File: config.mk
export PLATFORM = sky130hd
export DESIGN_NAME = bus_phase_tracker
export DESIGN_NICKNAME = d
export VERILOG_FILES = /design/src/rtl/bpt_pkg.sv /design/src/rtl/bpt_phase_fsm.sv /design/src/rtl/bpt_addr_latch.sv /design/src/rtl/bpt_lane_enables.sv /design/src/rtl/bus_phase_tracker.sv
export SDC_FILE = /design/constraint.sdc
export NUM_CORES = 1
export LEC_CHECK = 0
export BUFFER_PORTS_ARGS = -buffer_cell sky130_fd_sc_hd__buf_2
export CORE_AREA = 2 2 86 88
export CTS_CLUSTER_SIZE = 14
export DETAILED_ROUTE_END_ITERATION = 10
export DIE_AREA = 0 0 88 90
export PLACE_DENSITY = 0.77
export SETUP_SLACK_MARGIN = 0.5
export SLEW_MARGIN = 25
export SYNTH_ARGS = -nofsm -noshare
export SYNTH_HDL_FRONTEND = slang
export SYNTH_SLANG_ARGS = --single-unit
export TNS_END_PERCENT = 100
File: constraint.sdc
create_clock -name clk -period 1.8 [get_ports clk]
set_input_delay 0.09 -clock clk [delete_from_list [all_inputs] [get_ports clk]]
set_output_delay 0.09 -clock clk [all_outputs]
set_load 0.005 [all_outputs]
File: src/rtl/bpt_pkg.sv
package bpt_pkg;
  typedef enum logic [1:0] {
    PH_IDLE = 2'd0,
    PH_ADDR = 2'd1,
    PH_DATA = 2'd2
  } phase_e;

  localparam int CMD_W = 4;
  localparam logic [CMD_W-1:0] CMD_CFG_RD = 4'hA;
  localparam logic [CMD_W-1:0] CMD_CFG_WR = 4'hB;

  function automatic logic is_cfg_cmd(input logic [CMD_W-1:0] c);
    return (c == CMD_CFG_RD) || (c == CMD_CFG_WR);
  endfunction
endpackage

File: src/rtl/bpt_phase_fsm.sv
module bpt_phase_fsm
  import bpt_pkg::*;
(
  input  logic   clk,
  input  logic   rst,
  input  logic   frame_n,
  input  logic   irdy_n,
  input  logic   trdy_n,
  output phase_e state_o,
  output logic   addr_evt_o,
  output logic   xfer_evt_o,
  output logic   final_evt_o
);
  phase_e state_q, state_d;
  logic   frame_prev_q;

  // address edge: frame seen low while the previous sample was high
  assign addr_evt_o  = (state_q == PH_IDLE) && !frame_n && frame_prev_q;
  assign xfer_evt_o  = (state_q != PH_IDLE) && !irdy_n && !trdy_n;
  assign final_evt_o = xfer_evt_o && frame_n;

  always_comb begin
    state_d = state_q;
    unique case (state_q)
      PH_IDLE: if (addr_evt_o) state_d = PH_ADDR;
      PH_ADDR, PH_DATA: begin
        if (final_evt_o) state_d = PH_IDLE;
        else             state_d = PH_DATA;
      end
      default: state_d = PH_IDLE;
    endcase
  end

  always_ff @(posedge clk) begin
    if (rst) begin
      state_q      <= PH_IDLE;
      frame_prev_q <= 1'b1;
    end else begin
      state_q      <= state_d;
      frame_prev_q <= frame_n;
    end
  end

  assign state_o = state_q;
endmodule

File: src/rtl/bpt_addr_latch.sv
module bpt_addr_latch
  import bpt_pkg::*;
#(
  parameter int BUS_W = 64
) (
  input  logic             clk,
  input  logic             rst,
  input  logic             addr_evt,
  input  logic             idle_now,
  input  logic [BUS_W-1:0] bus,
  input  logic [CMD_W-1:0] cmd_lanes,
  input  logic             sel,
  input  logic             wide_n,
  output logic [BUS_W-1:0] addr_o,
  output logic [CMD_W-1:0] cmd_o,
  output logic             wide_o,
  output logic             cfg_o
);
  always_ff @(posedge clk) begin
    if (rst) begin
      addr_o <= '0;
      cmd_o  <= '0;
      wide_o <= 1'b0;
      cfg_o  <= 1'b0;
    end else if (addr_evt) begin
      addr_o <= bus;
      cmd_o  <= cmd_lanes;
      wide_o <= !wide_n;
      cfg_o  <= sel && is_cfg_cmd(cmd_lanes);
    end else if (idle_now) begin
      wide_o <= 1'b0;
      cfg_o  <= 1'b0;
    end
  end
endmodule

File: src/rtl/bpt_lane_enables.sv
module bpt_lane_enables #(
  parameter int LANES    = 8,
  parameter int LO_LANES = 4
) (
  input  logic             clk,
  input  logic             rst,
  input  logic             xfer_evt,
  input  logic             wide,
  input  logic [LANES-1:0] cbe_n,
  output logic [LANES-1:0] be_o
);
  logic [LANES-1:0] be_d;

  for (genvar g = 0; g < LANES; g++) begin : g_lane
    if (g < LO_LANES) begin : g_low
      assign be_d[g] = !cbe_n[g];
    end else begin : g_high
      assign be_d[g] = !cbe_n[g] && wide;
    end
  end

  always_ff @(posedge clk) begin
    if (rst)           be_o <= '0;
    else if (xfer_evt) be_o <= be_d;
  end
endmodule

File: src/rtl/bus_phase_tracker.sv
module bus_phase_tracker
  import bpt_pkg::*;
#(
  parameter int LANES    = 8,
  parameter int LO_LANES = 4
) (
  input  logic                 clk,
  input  logic                 rst,
  input  logic [8*LANES-1:0]   mux_bus,
  input  logic [LANES-1:0]     lane_cbe_n,
  input  logic                 txn_frame_n,
  input  logic                 init_rdy_n,
  input  logic                 tgt_rdy_n,
  input  logic                 cfg_sel,
  input  logic                 wide_req_n,
  output logic                 addr_stb,
  output logic                 data_stb,
  output logic                 last_stb,
  output logic [1:0]           phase,
  output logic [8*LANES-1:0]   addr_o,
  output logic [CMD_W-1:0]     cmd_o,
  output logic [LANES-1:0]     be_o,
  output logic                 wide_o,
  output logic                 cfg_hit_o
);
  localparam int BUS_W = 8 * LANES;

  phase_e st;
  logic   addr_evt, xfer_evt, final_evt;

  bpt_phase_fsm u_fsm (
    .clk         (clk),
    .rst         (rst),
    .frame_n     (txn_frame_n),
    .irdy_n      (init_rdy_n),
    .trdy_n      (tgt_rdy_n),
    .state_o     (st),
    .addr_evt_o  (addr_evt),
    .xfer_evt_o  (xfer_evt),
    .final_evt_o (final_evt)
  );

  bpt_addr_latch #(.BUS_W(BUS_W)) u_latch (
    .clk       (clk),
    .rst       (rst),
    .addr_evt  (addr_evt),
    .idle_now  ((st == PH_IDLE) && !addr_evt),
    .bus       (mux_bus),
    .cmd_lanes (lane_cbe_n[CMD_W-1:0]),
    .sel       (cfg_sel),
    .wide_n    (wide_req_n),
    .addr_o    (addr_o),
    .cmd_o     (cmd_o),
    .wide_o    (wide_o),
    .cfg_o     (cfg_hit_o)
  );

  bpt_lane_enables #(.LANES(LANES), .LO_LANES(LO_LANES)) u_lanes (
    .clk      (clk),
    .rst      (rst),
    .xfer_evt (xfer_evt),
    .wide     (wide_o),
    .cbe_n    (lane_cbe_n),
    .be_o     (be_o)
  );

  always_ff @(posedge clk) begin
    if (rst) begin
      addr_stb <= 1'b0;
      data_stb <= 1'b0;
      last_stb <= 1'b0;
    end else begin
      addr_stb <= addr_evt;
      data_stb <= xfer_evt;
      last_stb <= final_evt;
    end
  end

  assign phase = st;
endmodule

==> flow_metrics.tcl <==
set metrics [dict create \
    whs_ns 0.0134 \
    drc 0 \
    yosysUniqueCellTypes 28 \
    start_kind "flop" \
    worst_pin_slew_ns 0.597 \
    grt_max_degree 36 \
    n_antenna_cell 0 \
    p_total_mw 5.82 \
    cts_buffers 9 \
    max_slew_margin 0.602 \
    grt-ovfl-total 0 \
    end_kind "flop" \
    syn2layout_area_growth_pct 76.6 \
    drv_cap 0 \
    initial_utilization 0.427 \
    final_nets 689 \
    final_cell_mix "buf_2 (161), nand2_1 (123), dfxtp_1 (82)" \
    antenna_found_initial 0 \
    critPathRequiredTime_ns 2.02 \
    crit_fanout 7 \
    synth-seq-cells 84 \
    fin_crit_sh 0.806 \
    syn_avg_cell_area_um2 8.20 \
    path_clk_slew_ns 0.09 \
    multi_input_comb_area_mm2 0.00136 \
    pre_cts_slack_ns 0.288 \
    p_leak_nw 2.47 \
    peakVddDrop_v 0.000568 \
    syn_nets 448 \
    grtUsageTotal 0.254 \
    status "completed" \
    holdCritPathClass "in2reg" \
    arrival_ns 1.67 \
    seq_area_mm2 0.00168 \
    boundaryPins 162 \
    vias_per_cell 4.93 \
    ys_warn_count 0 \
    wirelength_um 11300 \
    synthCells 366 \
    dr_total_vias 3502 \
    chipWidth_um 88 \
    skew_ns 0.0106 \
    final_common_cell "buf_2" \
    rsz0062_at_grt "true" \
    antenna_left 0 \
    drt_pass1_iterations 4 \
    port_buffers 161 \
    hpwl_um 5390 \
    seq_area_frac_synth 0.560 \
    finalHoldViolCount 0 \
    htree_num_levels 3 \
    final_max_slew_viol_count 0 \
    post_drt_wl_per_cell_um 15.8 \
    fillCellCount 462 \
    cts_tree "built" \
    netlist_area_mm2 0.00300 \
    clk_path_buf_depth 2 \
    worstSkewPairLatency_ns 0.35 \
    fmax_mhz 690 \
    gp_congestion 0.802 \
    crit_type "reg2reg" \
    root_buffer "clkbuf_8" \
    fin_tns_setup_ns 0 \
    layout-drive-gt1-share 0.408 \
    async_flop_share 0 \
    core_area_mm2 0.00702 \
    clock-sinks 84 \
    synth_edf_count 0 \
    final_util 0.755 \
    setup-violations-final 0 \
    row_count 31 \
    grt_pass1_wl_um 15700 \
    powerDensity_mw_per_mm2 1100 \
    grt_pass1_vias 3395 \
    drt_iter0_drc 164 \
    dieArea_mm2 0.00792 \
    timing.final.ws_setup_ns 0.350 \
    synth_top_flop_cell "dfxtp_1" \
    fin_crit_ns 1.45 \
    die_h_um 90 \
]
==> worst max-delay path, stage by stage (launching register included) <==
cell and delay (ns):
dfxtp_2 0.36, inv_2 0.05, ha_4 0.17, and3b_2 0.24
buf_12 0.16, buf_16 0.14, a31oi_4 0.15, nor2_1 0.05
==> cells in the mapped netlist, drive strengths merged, types with 3 or more instances <==
master | instances | area (µm²)
clkbuf | 11 | 41.3
nand3 | 3 | 15.0
a21oi | 78 | 390
nand3b | 5 | 41.3
buf | 15 | 103
nor4 | 3 | 18.8
inv | 3 | 11.3
ha | 3 | 37.5
dfxtp | 84 | 1680
nand2b | 3 | 18.8
nand2 | 140 | 526
nor2 | 7 | 28.8
==> flip-flops by register name, summed over array words and instances (netlist names) <==
register / cells
u_latch.cfg_o: 1
u_fsm.frame_prev_q: 1
u_latch.addr_o: 64
u_fsm.state_o: 2
addr_stb: 1
last_stb: 1
u_lanes.be_o: 8
u_latch.wide_o: 1
data_stb: 1
u_latch.cmd_o: 4
==> cell families (layout without fill, tap and decap cells) <==
group	count (synthesis)	in the layout	share of synthesized area
AOI/OAI and AO/OA	82	82	0.141
adders and majority gates	3	3	0.0125
buffers and inverters	29	275	0.0517
DFF	84	84	0.560
and+or+nand+nor	168	168	0.234
==> through the flow <==
| step | cells | cell area (µm²) |
|---|---|---|
| floorplan | 366 | 3020 |
| global placement | 607 | 3910 |
| detailed placement | 607 | 3910 |
| CTS | 704 | 4980 |
| global route | 711 | 5300 |
| finish | 711 | 5300 |
==> report_power, final <==
part / total (mW) / internal, mW / switching [mW] / leakage, nW
Combinational: 2.29 / 1.17 / 1.12 / 1.68
Sequential: 2.26 / 2.12 / 0.140 / 0.687
Clock: 1.26 / 0.580 / 0.683 / 0.0993
==> final timing paths <==
kind                                                 startpoint                         endpoint  slack [ns]  depth (start not counted)
worst max register to register    u_fsm.state_o[0]$_SDFFE_PP0P_      u_latch.wide_o$_SDFFE_PP0P_        0.35                          7
worst min register to register  u_latch.addr_o[50]$_SDFFE_PP0P_  u_latch.addr_o[50]$_SDFFE_PP0P_        0.45                          2
worst max-delay path              u_fsm.state_o[0]$_SDFFE_PP0P_      u_latch.wide_o$_SDFFE_PP0P_        0.35                          7
worst min-delay path                              lane_cbe_n[7]     u_lanes.be_o[7]$_SDFFE_PP0P_        0.01                          3
==> layer usage <==
metal / global-route usage / vias up / wire length [µm]
met5: 0 / - / 0
met4: 0.121 / 0 / 437
met3: 0.0386 / 37 / 650
met2: 0.472 / 161 / 5930
met1: 0.270 / 1628 / 4240
li1: - / 1676 / -
==> final cells by class <==
| cell class | count | share of cell area |
|---|---|---|
| timing repair buffer | 256 | 0.365 |
| sequential | 84 | 0.318 |
| multi-input combinational | 253 | 0.256 |
| clock buffer | 11 | 0.0286 |
| tap | 99 | 0.0234 |
| clock inverter | 5 | 0.00685 |
| inverter | 3 | 0.00213 |
==> repair_timing <==
action | in CTS | in global routing
setup buffers | 10 | 1
gates cloned | 3 | 6
pin swaps | 10 | 27
endpoints found under the setup margin | 81 | 81
hold endpoints to repair | 69 | 0
hold buffers | 68 | 0
gates resized for setup | 13 | 40
Power figures use the tool's default switching activity.
